<file path="src/rtl/ifv_pkg.sv">
// Package: shared constants and the result record of the interrogation
// frame validator. Assumes a fixed set of four broadcast pulse bits.
package ifv_pkg;
    localparam int unsigned PULSE_N = 4;

    typedef struct packed {
        logic [PULSE_N-1:0] pulse;
        logic               addr;
        logic               ok;
    } ifv_result_t;
endpackage

</file>
<file path="src/rtl/ifv_frame_track.sv">
// Frame tracker: keeps the index of the next expected bit and whether a
// frame is open. Flags the first bit, the last bit and a sync that cuts a
// frame short. Assumes one bit per clock and FRAME_LEN of at least 2.
module ifv_frame_track #(
    parameter int unsigned FRAME_LEN = 32,
    localparam int unsigned CNT_W = $clog2(FRAME_LEN)
) (
    input  logic             clk,
    input  logic             rst_n,
    input  logic             sync_i,
    output logic [CNT_W-1:0] idx_o,
    output logic             in_frame_o,
    output logic             first_o,
    output logic             last_o,
    output logic             cut_o
);
    localparam logic [CNT_W-1:0] LAST_IDX = CNT_W'(FRAME_LEN - 1);

    logic [CNT_W-1:0] idx_q;
    logic             open_q;

    // Decode the bit role of the current cycle from the sync and the count.
    always_comb begin
        first_o = sync_i;
        cut_o   = sync_i && open_q;
        last_o  = open_q && !sync_i && (idx_q == LAST_IDX);
    end

    // Advance the bit index; a sync always restarts the count at bit 1.
    always_ff @(posedge clk) begin
        if (!rst_n) begin
            idx_q  <= '0;
            open_q <= 1'b0;
        end else if (sync_i) begin
            idx_q  <= CNT_W'(1);
            open_q <= 1'b1;
        end else if (open_q) begin
            if (idx_q == LAST_IDX) begin
                idx_q  <= '0;
                open_q <= 1'b0;
            end else begin
                idx_q <= idx_q + CNT_W'(1);
            end
        end
    end

    assign idx_o      = idx_q;
    assign in_frame_o = open_q;

    assert_idx_nonzero_R2: assert property (@(posedge clk) disable iff (!rst_n)
        open_q |-> (idx_q != '0));
    assert_frame_closes_R2: assert property (@(posedge clk) disable iff (!rst_n)
        last_o |=> !open_q);
endmodule

</file>
<file path="src/rtl/ifv_capture.sv">
// Capture stage: stores each frame bit at its index and accumulates
// parity and modem errors. Emits a one-cycle done pulse with the reject
// verdict and the format setting. Assumes control strobes from the tracker.
module ifv_capture #(
    parameter int unsigned FRAME_LEN = 32,
    localparam int unsigned CNT_W = $clog2(FRAME_LEN)
) (
    input  logic                 clk,
    input  logic                 rst_n,
    input  logic                 data_i,
    input  logic                 rx_ok_i,
    input  logic                 fmt_i,
    input  logic                 first_i,
    input  logic                 in_frame_i,
    input  logic                 last_i,
    input  logic                 cut_i,
    input  logic [CNT_W-1:0]     idx_i,
    output logic [FRAME_LEN-1:0] word_o,
    output logic                 done_o,
    output logic                 reject_o,
    output logic                 fmt_o
);
    logic [FRAME_LEN-1:0] word_q;
    logic                 par_q;
    logic                 bad_q;
    logic                 done_q;
    logic                 rej_q;
    logic                 fmt_q;

    // Shift in bits, fold parity and modem status, close out on the last bit.
    always_ff @(posedge clk) begin
        if (!rst_n) begin
            word_q <= '0;
            par_q  <= 1'b0;
            bad_q  <= 1'b0;
            done_q <= 1'b0;
            rej_q  <= 1'b0;
            fmt_q  <= 1'b0;
        end else begin
            done_q <= 1'b0;
            if (first_i) begin
                if (cut_i) begin
                    done_q <= 1'b1;
                    rej_q  <= 1'b1;
                end
                word_q[0] <= data_i;
                par_q     <= data_i;
                bad_q     <= !rx_ok_i;
            end else if (in_frame_i) begin
                word_q[idx_i] <= data_i;
                par_q         <= par_q ^ data_i;
                bad_q         <= bad_q | !rx_ok_i;
                if (last_i) begin
                    done_q <= 1'b1;
                    rej_q  <= bad_q | !rx_ok_i | !(par_q ^ data_i);
                    fmt_q  <= fmt_i;
                end
            end
        end
    end

    assign word_o   = word_q;
    assign done_o   = done_q;
    assign reject_o = rej_q;
    assign fmt_o    = fmt_q;

    assert_done_after_frame_R3: assert property (@(posedge clk) disable iff (!rst_n)
        done_q |-> $past(in_frame_i));
    assert_modem_drop_kept_R7: assert property (@(posedge clk) disable iff (!rst_n)
        (in_frame_i && !first_i && !rx_ok_i) |=> (bad_q || (done_q && rej_q)));
    assert_cut_rejects_R8: assert property (@(posedge clk) disable iff (!rst_n)
        cut_i |=> (done_q && rej_q));
endmodule

</file>
<file path="src/rtl/ifv_field_out.sv">
// Output stage: on a done pulse, loads the broadcast pulse bits, the
// address bit and the valid flag from the captured word, or zeros them on
// a reject. Holds them otherwise. Assumes the word is stable when done is high.
module ifv_field_out
    import ifv_pkg::*;
#(
    parameter int unsigned FRAME_LEN = 32,
    parameter int unsigned PULSE_LSB = 3,
    parameter int unsigned SEL_POS   = 6
) (
    input  logic                 clk,
    input  logic                 rst_n,
    input  logic                 done_i,
    input  logic                 reject_i,
    input  logic                 fmt_i,
    input  logic [FRAME_LEN-1:0] word_i,
    output logic [PULSE_N-1:0]   pulse_o,
    output logic                 addr_o,
    output logic                 valid_o
);
    localparam int unsigned FIXED_N = PULSE_N - 1;

    ifv_result_t          nxt;
    ifv_result_t          res_q;
    logic [FIXED_N-1:0]   fixed_bits;

    // Pick the fixed-position pulse bits from consecutive word bits.
    for (genvar g = 0; g < FIXED_N; g++) begin : g_fixed
        assign fixed_bits[g] = word_i[PULSE_LSB + g];
    end

    // Build the next result, routing the shared bit according to the format.
    always_comb begin
        nxt = '0;
        if (!reject_i) begin
            nxt.pulse[FIXED_N-1:0] = fixed_bits;
            nxt.pulse[PULSE_N-1]   = fmt_i ? 1'b0 : word_i[SEL_POS];
            nxt.addr               = fmt_i ? word_i[SEL_POS] : 1'b0;
            nxt.ok                 = 1'b1;
        end
    end

    // Register the result on each done pulse and hold it otherwise.
    always_ff @(posedge clk) begin
        if (!rst_n) begin
            res_q <= '0;
        end else if (done_i) begin
            res_q <= nxt;
        end
    end

    assign pulse_o = res_q.pulse;
    assign addr_o  = res_q.addr;
    assign valid_o = res_q.ok;

    assert_hold_between_R10: assert property (@(posedge clk) disable iff (!rst_n)
        !done_i |=> $stable({pulse_o, addr_o, valid_o}));
    assert_reject_zero_R9: assert property (@(posedge clk) disable iff (!rst_n)
        !valid_o |-> ((pulse_o == '0) && !addr_o));
    assert_addr_excl_R5: assert property (@(posedge clk) disable iff (!rst_n)
        addr_o |-> !pulse_o[PULSE_N-1]);
endmodule

</file>
<file path="src/rtl/intg_frame_validator.sv">
// Top level: serial interrogation frame validator. Chains the frame
// tracker, the capture stage and the output stage. Assumes the modem
// delivers one bit per rising edge of rx_clk, with sync on bit 0.
module intg_frame_validator
    import ifv_pkg::*;
#(
    parameter int unsigned FRAME_LEN = 32,
    parameter int unsigned PULSE_LSB = 3,
    parameter int unsigned SEL_POS   = 6,
    localparam int unsigned CNT_W = $clog2(FRAME_LEN)
) (
    input  logic               rx_clk,
    input  logic               rst_n,
    input  logic               rx_sync,
    input  logic               rx_data,
    input  logic               rx_valid,
    input  logic               ext_format,
    output logic [PULSE_N-1:0] bcast_pulse,
    output logic               bcast_valid,
    output logic               term_addr0
);
    logic [CNT_W-1:0]     idx;
    logic                 in_frame;
    logic                 first_bit;
    logic                 last_bit;
    logic                 cut_short;
    logic [FRAME_LEN-1:0] word;
    logic                 done;
    logic                 reject;
    logic                 fmt;

    ifv_frame_track #(.FRAME_LEN(FRAME_LEN)) u_track (
        .clk        (rx_clk),
        .rst_n      (rst_n),
        .sync_i     (rx_sync),
        .idx_o      (idx),
        .in_frame_o (in_frame),
        .first_o    (first_bit),
        .last_o     (last_bit),
        .cut_o      (cut_short)
    );

    ifv_capture #(.FRAME_LEN(FRAME_LEN)) u_capture (
        .clk        (rx_clk),
        .rst_n      (rst_n),
        .data_i     (rx_data),
        .rx_ok_i    (rx_valid),
        .fmt_i      (ext_format),
        .first_i    (first_bit),
        .in_frame_i (in_frame),
        .last_i     (last_bit),
        .cut_i      (cut_short),
        .idx_i      (idx),
        .word_o     (word),
        .done_o     (done),
        .reject_o   (reject),
        .fmt_o      (fmt)
    );

    ifv_field_out #(
        .FRAME_LEN (FRAME_LEN),
        .PULSE_LSB (PULSE_LSB),
        .SEL_POS   (SEL_POS)
    ) u_out (
        .clk      (rx_clk),
        .rst_n    (rst_n),
        .done_i   (done),
        .reject_i (reject),
        .fmt_i    (fmt),
        .word_i   (word),
        .pulse_o  (bcast_pulse),
        .addr_o   (term_addr0),
        .valid_o  (bcast_valid)
    );
endmodule

</file>
<file path="config.mk">
export PLATFORM = sky130hd
export DESIGN_NAME = intg_frame_validator
export DESIGN_NICKNAME = d
export VERILOG_FILES = /design/src/rtl/ifv_pkg.sv /design/src/rtl/ifv_frame_track.sv /design/src/rtl/ifv_capture.sv /design/src/rtl/ifv_field_out.sv /design/src/rtl/intg_frame_validator.sv
export SDC_FILE = /design/constraint.sdc
export NUM_CORES = 1
export LEC_CHECK = 0
export BUFFER_PORTS_ARGS = -buffer_cell sky130_fd_sc_hd__clkbuf_2
export CAP_MARGIN = 20
export CORE_ASPECT_RATIO = 1.25
export CORE_UTILIZATION = 50
export CTS_CLUSTER_DIAMETER = 120
export DETAILED_ROUTE_END_ITERATION = 8
export PLACE_DENSITY = 0.7
export SETUP_SLACK_MARGIN = 0.3
export SLEW_MARGIN = 20
export SYNTH_ARGS = -nofsm -noshare
export SYNTH_HDL_FRONTEND = slang
export SYNTH_SLANG_ARGS = --single-unit
</file>
<file path="constraint.sdc">
create_clock -name rx_clk -period 2.2 [get_ports rx_clk]
set_clock_uncertainty 0.05 [all_clocks]
set_input_delay 0.44 -clock rx_clk [delete_from_list [all_inputs] [get_ports rx_clk]]
set_output_delay 0.44 -clock rx_clk [all_outputs]
set_load 0.05 [all_outputs]
</file>
# Yosys cells after proc, flatten, opt, wreduce, memory -nomap -nowiden
# Index checks and enable logic that the tools add are counted.
# Widths: inputs -> output; s select.
# totals
register_bits	49
wordCells	62
inputBits	6
out_inout_bits	6
# op_classes
order_cmp	2
n_eq_ne	2
n_addsub	1
bitwise	5
n_reduce_logical	13
muxes	26
# ops
cell	count
$bwmux 32	1
$mux 1	22
$lt 5x6->1 const B	1
$mux 6	1
$reduce_and 3->1	2
$add 5x1->5 const B	1
$demux 1 s5	1
$eq 5x5->1 const B	1
$ge 5x1->1 const B	1
$mux 5	1
$logic_and 1x1->1	4
$reduce_bool 2->1	2
$logic_not 1->1	3
$ne 2x1->1 const B	1
$not 1->1	2
$or 1x1->1	2
$reduce_and 2->1	1
$reduce_or 2->1	1
$xor 1x1->1	1

# Depth between registers and ports, before layout
# Gate-level depths: netlist of run 1.
# depth
ltp_word	7
depth_mapped	6
depth_no_buf	6

# By module
# Synthesis of run 1 repeated with hierarchy kept, for this count alone.
# unflattened
cells_unflattened	249
area_unflattened_um2	2232.1
# by_module_without_submodules
module	cells_per_inst	area_each_um2	n_inst	seq_area_each_um2
ifv_capture	192	1660.3	1	740.7
ifv_frame_track	33	312.8	1	120.1
ifv_field_out	24	259.0	1	120.1

# Least setup slack after synthesis of run 1
# OpenSTA, ideal clock, no wires.
# synth_timing
path_kind	reg2reg
startpoint	register u_track.idx_q[0], in the netlist u_track.idx_o[0]
endpoint	register u_track.idx_q[3], in the netlist u_track.idx_o[3]
arrival_ps	1502
setup_slack_ps	578
stages_incl_launch_ff	6
synth_period_minus_slack_ps	1622
t_required_ps	2080
setup_time_ps	70
n_path_buf	0
cell_sequence	dfxtp_1 ha_1 and3_1 ha_1 or4_1 a21oi_1
# synth_between
elab_chain_len	2
elab_cells_between_ends	3
cone_classes	add/sub (1); eq/ne (1); mux (1)
# synth_rtl
item	line	source
start, declared	ifv_frame_track.sv:19	logic [CNT_W-1:0] idx_q;
start signal, assigned	ifv_frame_track.sv:42	idx_q <= idx_q + CNT_W'(1);
$add 5x1->5 / $eq 5x5->1 (equally long branches)	ifv_frame_track.sv:42, ifv_frame_track.sv:38	
$mux 5 (*)	ifv_frame_track.sv:38	if (idx_q == LAST_IDX) begin
# Every way passes the cells marked *; elsewhere a longest branch is shown, timed or not.
# A chain may end at the register's enable or synchronous reset.

# Worst setup path in the final report of run 1
# Same ends and word-level chain as after synthesis.

==> flow_summary.yaml, run 1 <==
power:
  p_clk_share_pct: 29.4
  combPwrFrac_pct: 8.0
  ir_drop_uv: 395
  p_leak_nw: 0.445
  p_sw_share_pct: 24.4
  power.net_switching_uw: 156
  p_int_uw: 483
  p_per_area_mw_per_mm2: 607
  seq_power_share_pct: 62.6
worst_setup_path:
  worstSetupPathType: "reg2reg"
  cp.required_ns: 2.40
  crit_arrival_ns: 1.97
  cp-end-kind: "register"
  worstSetupStartpointType: "register"
  path_max_fanout: 7
drt:
  route.vias.total: 700
  drtAntennaViolNets: 0
  wl_um: 1620
  wire_per_inst_um: 12.2
  drtPass1Iterations: 4
  via_per_inst: 5.26
  drt_iter0_markers: 7
  drcViolationCount: 0
final_layout:
  stdcell_area_mm2: 0.00105
  multi_input_area_um2: 512
  post_route_cells_drive_above_1_share_pct: 14.9
  n_fill_cell: 159
  nets: 126
  fin_util_pct: 58.9
  antennaDiodeCount: 0
  seq_area_um2: 420
  syn2layout_area_growth_pct: 8.94
global_routing:
  grt-ovfl-total: 0
  antenna_found_initial: 0
  grt_max_degree: 20
  grt_pass1_vias: 634
  grt_util_all_layers_pct: 18.5
  grt_pass1_wl_um: 2660
place:
  dp_hpwl_um: 1150
  routabilityCongestion: 0.762
  numPortBuffers: 11
  dpl_cell_area_mm2: 0.00103
  pre_cts_ws_ns: 0.456
yosys:
  synth-seq-area-share_pct: 43.5
  synth-simple-area-share_pct: 25.5
  synth.most_common_cell: "dfxtp_1"
  yosysWarnings: 0
  synth_edf_count: 0
  synthTopCellsByArea: "dfxtp_1 44%, nor2b_1 8.4%, ha_1 6.5%"
  ys_top_cells_by_count: "21 x dfxtp_1, 13 x nor2b_1, 8 x nand2_1"
  async_flop_share_pct: 0
  synth_top_family_by_area: "simple AND/OR/NAND/NOR gates"
  syn_area_um2: 966
  synth_top_area_share_pct: 43.5
  synth.largest_area_cell: "dfxtp_1"
  synth_flop_cell: "dfxtp_1"
  synthAdderAreaFrac_pct: 6.48
  ys_ff_latch: 21
  synth_compound_area_share_pct: 12.7
  synth-xor-area-share_pct: 0.907
  syn_inst: 103
  syn_nets: 114
  synthMuxAreaShare_pct: 7.38
  synth_cell_types: 30
  syn_area_per_cell_um2: 9.38
cts:
  clk_root_buffer_cell: "clkbuf_4"
  cts_buffer_depth: 2
  htreeDepth: 1
  cts_buffers: 3
  cts_tree: "built"
  hold_buffers: 0
  cts-resized-gates: 0
  post_cts_buffers: 0
  cts_sinks: 21
  clk_transition_reported_paths_ns: 0.12
  insertion_delay_ns: 0.31
outcome:
  status: "finished, final reports clean"
timing:
  hold_viol: 0
  fin_crit_sh_pct: 80.5
  layout_min_cycle_time_ns: 1.77
  timing.hold.ws_ns: 0.325
  finalSetupViolations: 0
  tightest_slew_ns: 0.367
  fin_ws_ns: 0.429
  setup-tns-final_ns: 0
  rsz0062_at_grt: "no"
  slew_headroom_pct: 75.5
  final_max_slew_viol_count: 0
  fmax_mhz: 565
job:
  maxCapViolations: 0
floorplan:
  die_h_um: 51.1
  initial_utilization_pct: 54.1
  io-pin-count: 12
  die_area_mm2: 0.00211
  std_cell_rows: 17
  fp.coreArea_mm2: 0.00179
  die_w_um: 41.3
min_path:
  hold_class: "in2reg"
-- cells in the final DEF (no fill, tap or decap) --
master	Yosys	final
nor4bb_1	1	1
o21ai_0	3	3
o21ai_1	1	1
clkbuf_1	3	1
mux2i_1	6	6
nand3_1	4	4
inv_2	1	1
and2_1	2	2
nand4b_1	1	1
nor2_1	3	3
a31oi_1	1	1
a21oi_1	6	6
a22oi_1	1	1
clkbuf_4	0	3
nor4b_2	1	1
xnor2_1	1	1
o21a_1	5	5
ha_1	5	5
clkbuf_2	0	11
nand2b_1	2	2
mux2_2	1	1
nor2b_1	13	13
nand3b_1	3	3
and3_1	1	1
dfxtp_1	21	21
a21boi_0	2	2
o22ai_1	1	1
inv_1	3	3
or4_1	1	1
nor4b_1	1	1
nand2_1	8	8
-- final timing paths --
check	from	to	slack [ns]	depth (start not counted)
setup / recovery	u_track.idx_o[0]$_SDFFE_PN0P_	u_track.idx_o[3]$_SDFFE_PP0P_	0.43	5
hold / removal	ext_format	u_capture.fmt_o$_SDFFE_PN0P_	0.33	3
setup reg to reg	u_track.idx_o[0]$_SDFFE_PN0P_	u_track.idx_o[3]$_SDFFE_PP0P_	0.43	5
hold reg to reg	u_capture.word_o[4]$_SDFFE_PN0P_	u_capture.word_o[4]$_SDFFE_PN0P_	0.42	2
-- power groups by stage --
| stage | logic [mW] | clock network [mW] | registers, mW |
|---|---|---|---|
| 3_5_place_dp | 0.0516 | 0 | 0.409 |
| 6_report | 0.0511 | 0.188 | 0.400 |
| 4_1_cts | 0.0519 | 0.192 | 0.400 |
| 2_1_floorplan | 0.0408 | 0 | 0.406 |
| 5_1_grt | 0.0581 | 0.207 | 0.402 |
| 3_3_place_gp | 0.0505 | 0 | 0.408 |
-- flip-flops by register name (all words and copies together), names as in the netlist --
signal	cells
u_capture.reject_o	1
u_track.in_frame_o	1
u_out.addr_o	1
u_capture.par_q	1
u_capture.fmt_o	1
u_capture.done_o	1
u_capture.bad_q	1
u_capture.word_o	4
u_track.idx_o	5
u_out.pulse_o	4
u_out.valid_o	1
-- critical path, stage by stage (launching register included) --
cell and delay, ns:
dfxtp_1 0.37, ha_1 0.23, and3_1 0.18, ha_1 0.26, or4_1 0.50, a21oi_1 0.13
-- stage by stage --
step                instances  total power [mW]
floorplan                 103             0.447
global placement          129             0.458
detailed placement        129             0.460
CTS                       133             0.644
global route              133             0.668
finish                    133             0.639
-- final cells by class --
type	count	share of cell area, %
multi-input combinational	74	48.6
clock buffer	4	2.50
inverter	4	1.43
timing repair buffer	11	5.23
tap	19	2.26
sequential	21	40.0
-- metal layers --
metal | track usage (%) | up-vias | routed length, µm | share of wire (%)
met5 | 0 | - | 0 | 0
met4 | 11.3 | 0 | 44 | 2.7
met3 | 2.61 | 5 | 30 | 1.9
met2 | 28.4 | 12 | 737 | 46
met1 | 23.3 | 306 | 804 | 50
li1 | - | 377 | - | -
-- kinds of logic (layout without fill, tap and decap cells) --
kind of cell / after synthesis / in the layout
and+or+nand+nor: 41 / 41
buffers and inverters: 8 / 19
DFF: 21 / 21
adders and majority gates: 5 / 5
AOI/OAI and AO/OA: 20 / 20
muxes: 7 / 7
xor gates and xnor gates: 1 / 1
(Power assumes the default switching activity.)
==> run 2: changes to the inputs <==
Settings changed: ABC_AREA set to 1.
Clock period 2.2 ns to 1.8 ns, I/O delays scaled along.
==> flow_summary.yaml, run 2 <==
outcome:
  status: "finished, final reports clean"
drt:
  drtPass1Iterations: 4
  via_per_inst: 5.01
  wl_um: 1760
  route.vias.total: 817
  wire_per_inst_um: 10.8
  drcViolationCount: 0
  drt_iter0_markers: 11
  drtAntennaViolNets: 0
floorplan:
  die_h_um: 51.3
  io-pin-count: 12
  initial_utilization_pct: 54.4
  die_w_um: 41.4
  die_area_mm2: 0.00213
  fp.coreArea_mm2: 0.00179
  std_cell_rows: 17
timing:
  rsz0062_at_grt: "no"
  fin_ws_ns: 0.383
  layout_min_cycle_time_ns: 1.42
  setup-tns-final_ns: 0
  slew_headroom_pct: 67.9
  hold_viol: 0
  tightest_slew_ns: 0.481
  final_max_slew_viol_count: 0
  fin_crit_sh_pct: 78.7
  finalSetupViolations: 0
  fmax_mhz: 706
min_path:
  hold_depth: 2
  hold_end: "u_capture.bad_q$_SDFFE_PN0P_"
  hold_class: "in2reg"
  min_from: "rx_valid"
yosys:
  synth_flop_cell: "dfxtp_1"
  synth_cell_types: 20
  synthTopCellsByArea: "dfxtp_1 43%, nand2_1 13%, a21oi_1 7.2%"
  synth.largest_area_cell: "dfxtp_1"
  synth_edf_count: 0
  syn_inst: 130
  ys_top_cells_by_count: "33 x nand2_1, 21 x dfxtp_1, 15 x inv_1"
  async_flop_share_pct: 0
  synth-seq-area-share_pct: 43.2
  synth.most_common_cell: "nand2_1"
  syn_nets: 141
  syn_area_um2: 972
  synth_top_area_share_pct: 43.2
  syn_area_per_cell_um2: 7.48
  ys_ff_latch: 21
  yosysWarnings: 0
place:
  numPortBuffers: 11
  dp_hpwl_um: 1290
  routabilityCongestion: 0.800
  pre_cts_ws_ns: 0.255
cts:
  cts_sinks: 21
  clk_transition_reported_paths_ns: 0.11
  cts_buffer_depth: 2
  cts_tree: "built"
  cts_buffers: 3
  clk_root_buffer_cell: "clkbuf_4"
  hold_buffers: 0
  post_cts_buffers: 0
  insertion_delay_ns: 0.30
  htreeDepth: 1
worst_setup_path:
  r2r_end: "u_capture.reject_o$_SDFFE_PN0P_"
  worstSetupPathType: "reg2reg"
  cp.required_ns: 1.95
  ff2ff_path_depth: 7
  cp-end-kind: "register"
  r2r_start: "u_track.idx_o[1]$_SDFFE_PP0P_"
  worstSetupStartpointType: "register"
  crit_arrival_ns: 1.57
  path_max_fanout: 5
  rrSetupSlack_ns: 0.38
power:
  p_per_area_mw_per_mm2: 718
  p_total_uw: 785
  p_leak_nw: 0.459
  seq_power_share_pct: 62.0
  combPwrFrac_pct: 9.5
  ir_drop_uv: 440
  p_clk_share_pct: 28.5
  p_int_uw: 587
  p_sw_share_pct: 25.3
  power.net_switching_uw: 198
final_layout:
  syn2layout_area_growth_pct: 12.5
  largest_reg_flops: 5
  layout_commonest_cell: "nand2_1"
  nets: 156
  mostFrequentLayoutCells: "33 x nand2_1, 19 x dfxtp_1, 14 x inv_1, 14 x a21oi_1, 12 x nor2_1"
  n_fill_cell: 172
  post_route_cells_drive_above_1_share_pct: 22.2
  multi_input_area_um2: 492
  antennaDiodeCount: 0
  seq_area_um2: 425
job:
  maxCapViolations: 0
global_routing:
  grt-ovfl-total: 0
  grt_pass1_vias: 706
  grt_util_all_layers_pct: 18.4
  grt_max_degree: 14
  grt_pass1_wl_um: 2930
  antenna_found_initial: 0
[run 2: worst max-delay path: stages, from the launching register on]
cell and delay, ns:
dfxtp_2 0.38, ha_2 0.19, inv_2 0.04, nor3_2 0.10, ha_2 0.24, o21ai_2 0.08, nor3_1 0.17, nor2_1 0.05
[run 2: repair_timing]
action / 4_1_cts / 5_1_grt
resized for setup: 3 / 6
gates cloned: 0 / 0
pin swaps: 0 / 3
setup endpoints to repair: 1 / 4
[run 2: cell type report]
cell class | instances | area share (%)
Clock buffer | 4 | 2.40
Inverter | 17 | 5.84
Multi-Input combinational cell | 90 | 45.0
Sequential cell | 21 | 38.9
Tap cell | 19 | 2.17
Timing Repair Buffer | 12 | 5.72
[run 2: stage by stage]
stage,util (%),area [µm²],cells,hold slack (ns)
finish,61.2,1090,163,0.202
global route,61.2,1090,163,0.205
CTS,60.4,1080,163,0.194
detailed placement,58.7,1050,159,0.395
global placement,58.7,1050,159,0.393
floorplan,-,972,130,0.379
[run 2: how the worst max path moves through the flow]
stage,startpoint,endpoint,slack [ns]
final,u_track.idx_o[1]$_SDFFE_PP0P_,u_capture.reject_o$_SDFFE_PN0P_,0.38
after global routing,u_track.idx_o[1]$_SDFFE_PP0P_,u_capture.reject_o$_SDFFE_PN0P_,0.30
after CTS,u_track.idx_o[0]$_SDFFE_PN0P_,u_capture.reject_o$_SDFFE_PN0P_,0.31
after detailed placement,u_track.idx_o[0]$_SDFFE_PN0P_,u_capture.reject_o$_SDFFE_PN0P_,0.25
after global placement,u_track.idx_o[0]$_SDFFE_PN0P_,u_capture.reject_o$_SDFFE_PN0P_,0.28
after floorplan,u_track.idx_o[0]$_SDFFE_PN0P_,u_capture.reject_o$_SDFFE_PN0P_,0.36
[run 2: kinds of logic after synthesis]
kind of cell / count (synthesis) / synth area share (%)
adder cells (fa/ha/maj): 5 / 6.44
flip-flops: 21 / 43.2
AND/OR/NAND/NOR: 59 / 27.5
buffers and inverters: 19 / 7.59
XOR/XNOR: 1 / 0.901
AO/OA/AOI/OAI: 25 / 14.3
[run 2: layer usage]
layer  GRT usage (%)  wire length, µm  up-vias
li1                -                -      442
met5               0                0        -
met2            34.1              889       15
met4            11.3               41        0
met1            19.0              791      356
met3            3.18               40        4
[run 2: power groups by stage]
stage          registers [mW]  logic [mW]  clock network [mW]
2_1_floorplan           0.498      0.0504                   0
3_3_place_gp            0.496      0.0727                   0
3_5_place_dp            0.497      0.0740                   0
4_1_cts                 0.487      0.0744               0.235
5_1_grt                 0.488      0.0852               0.251
6_report                0.486      0.0749               0.224
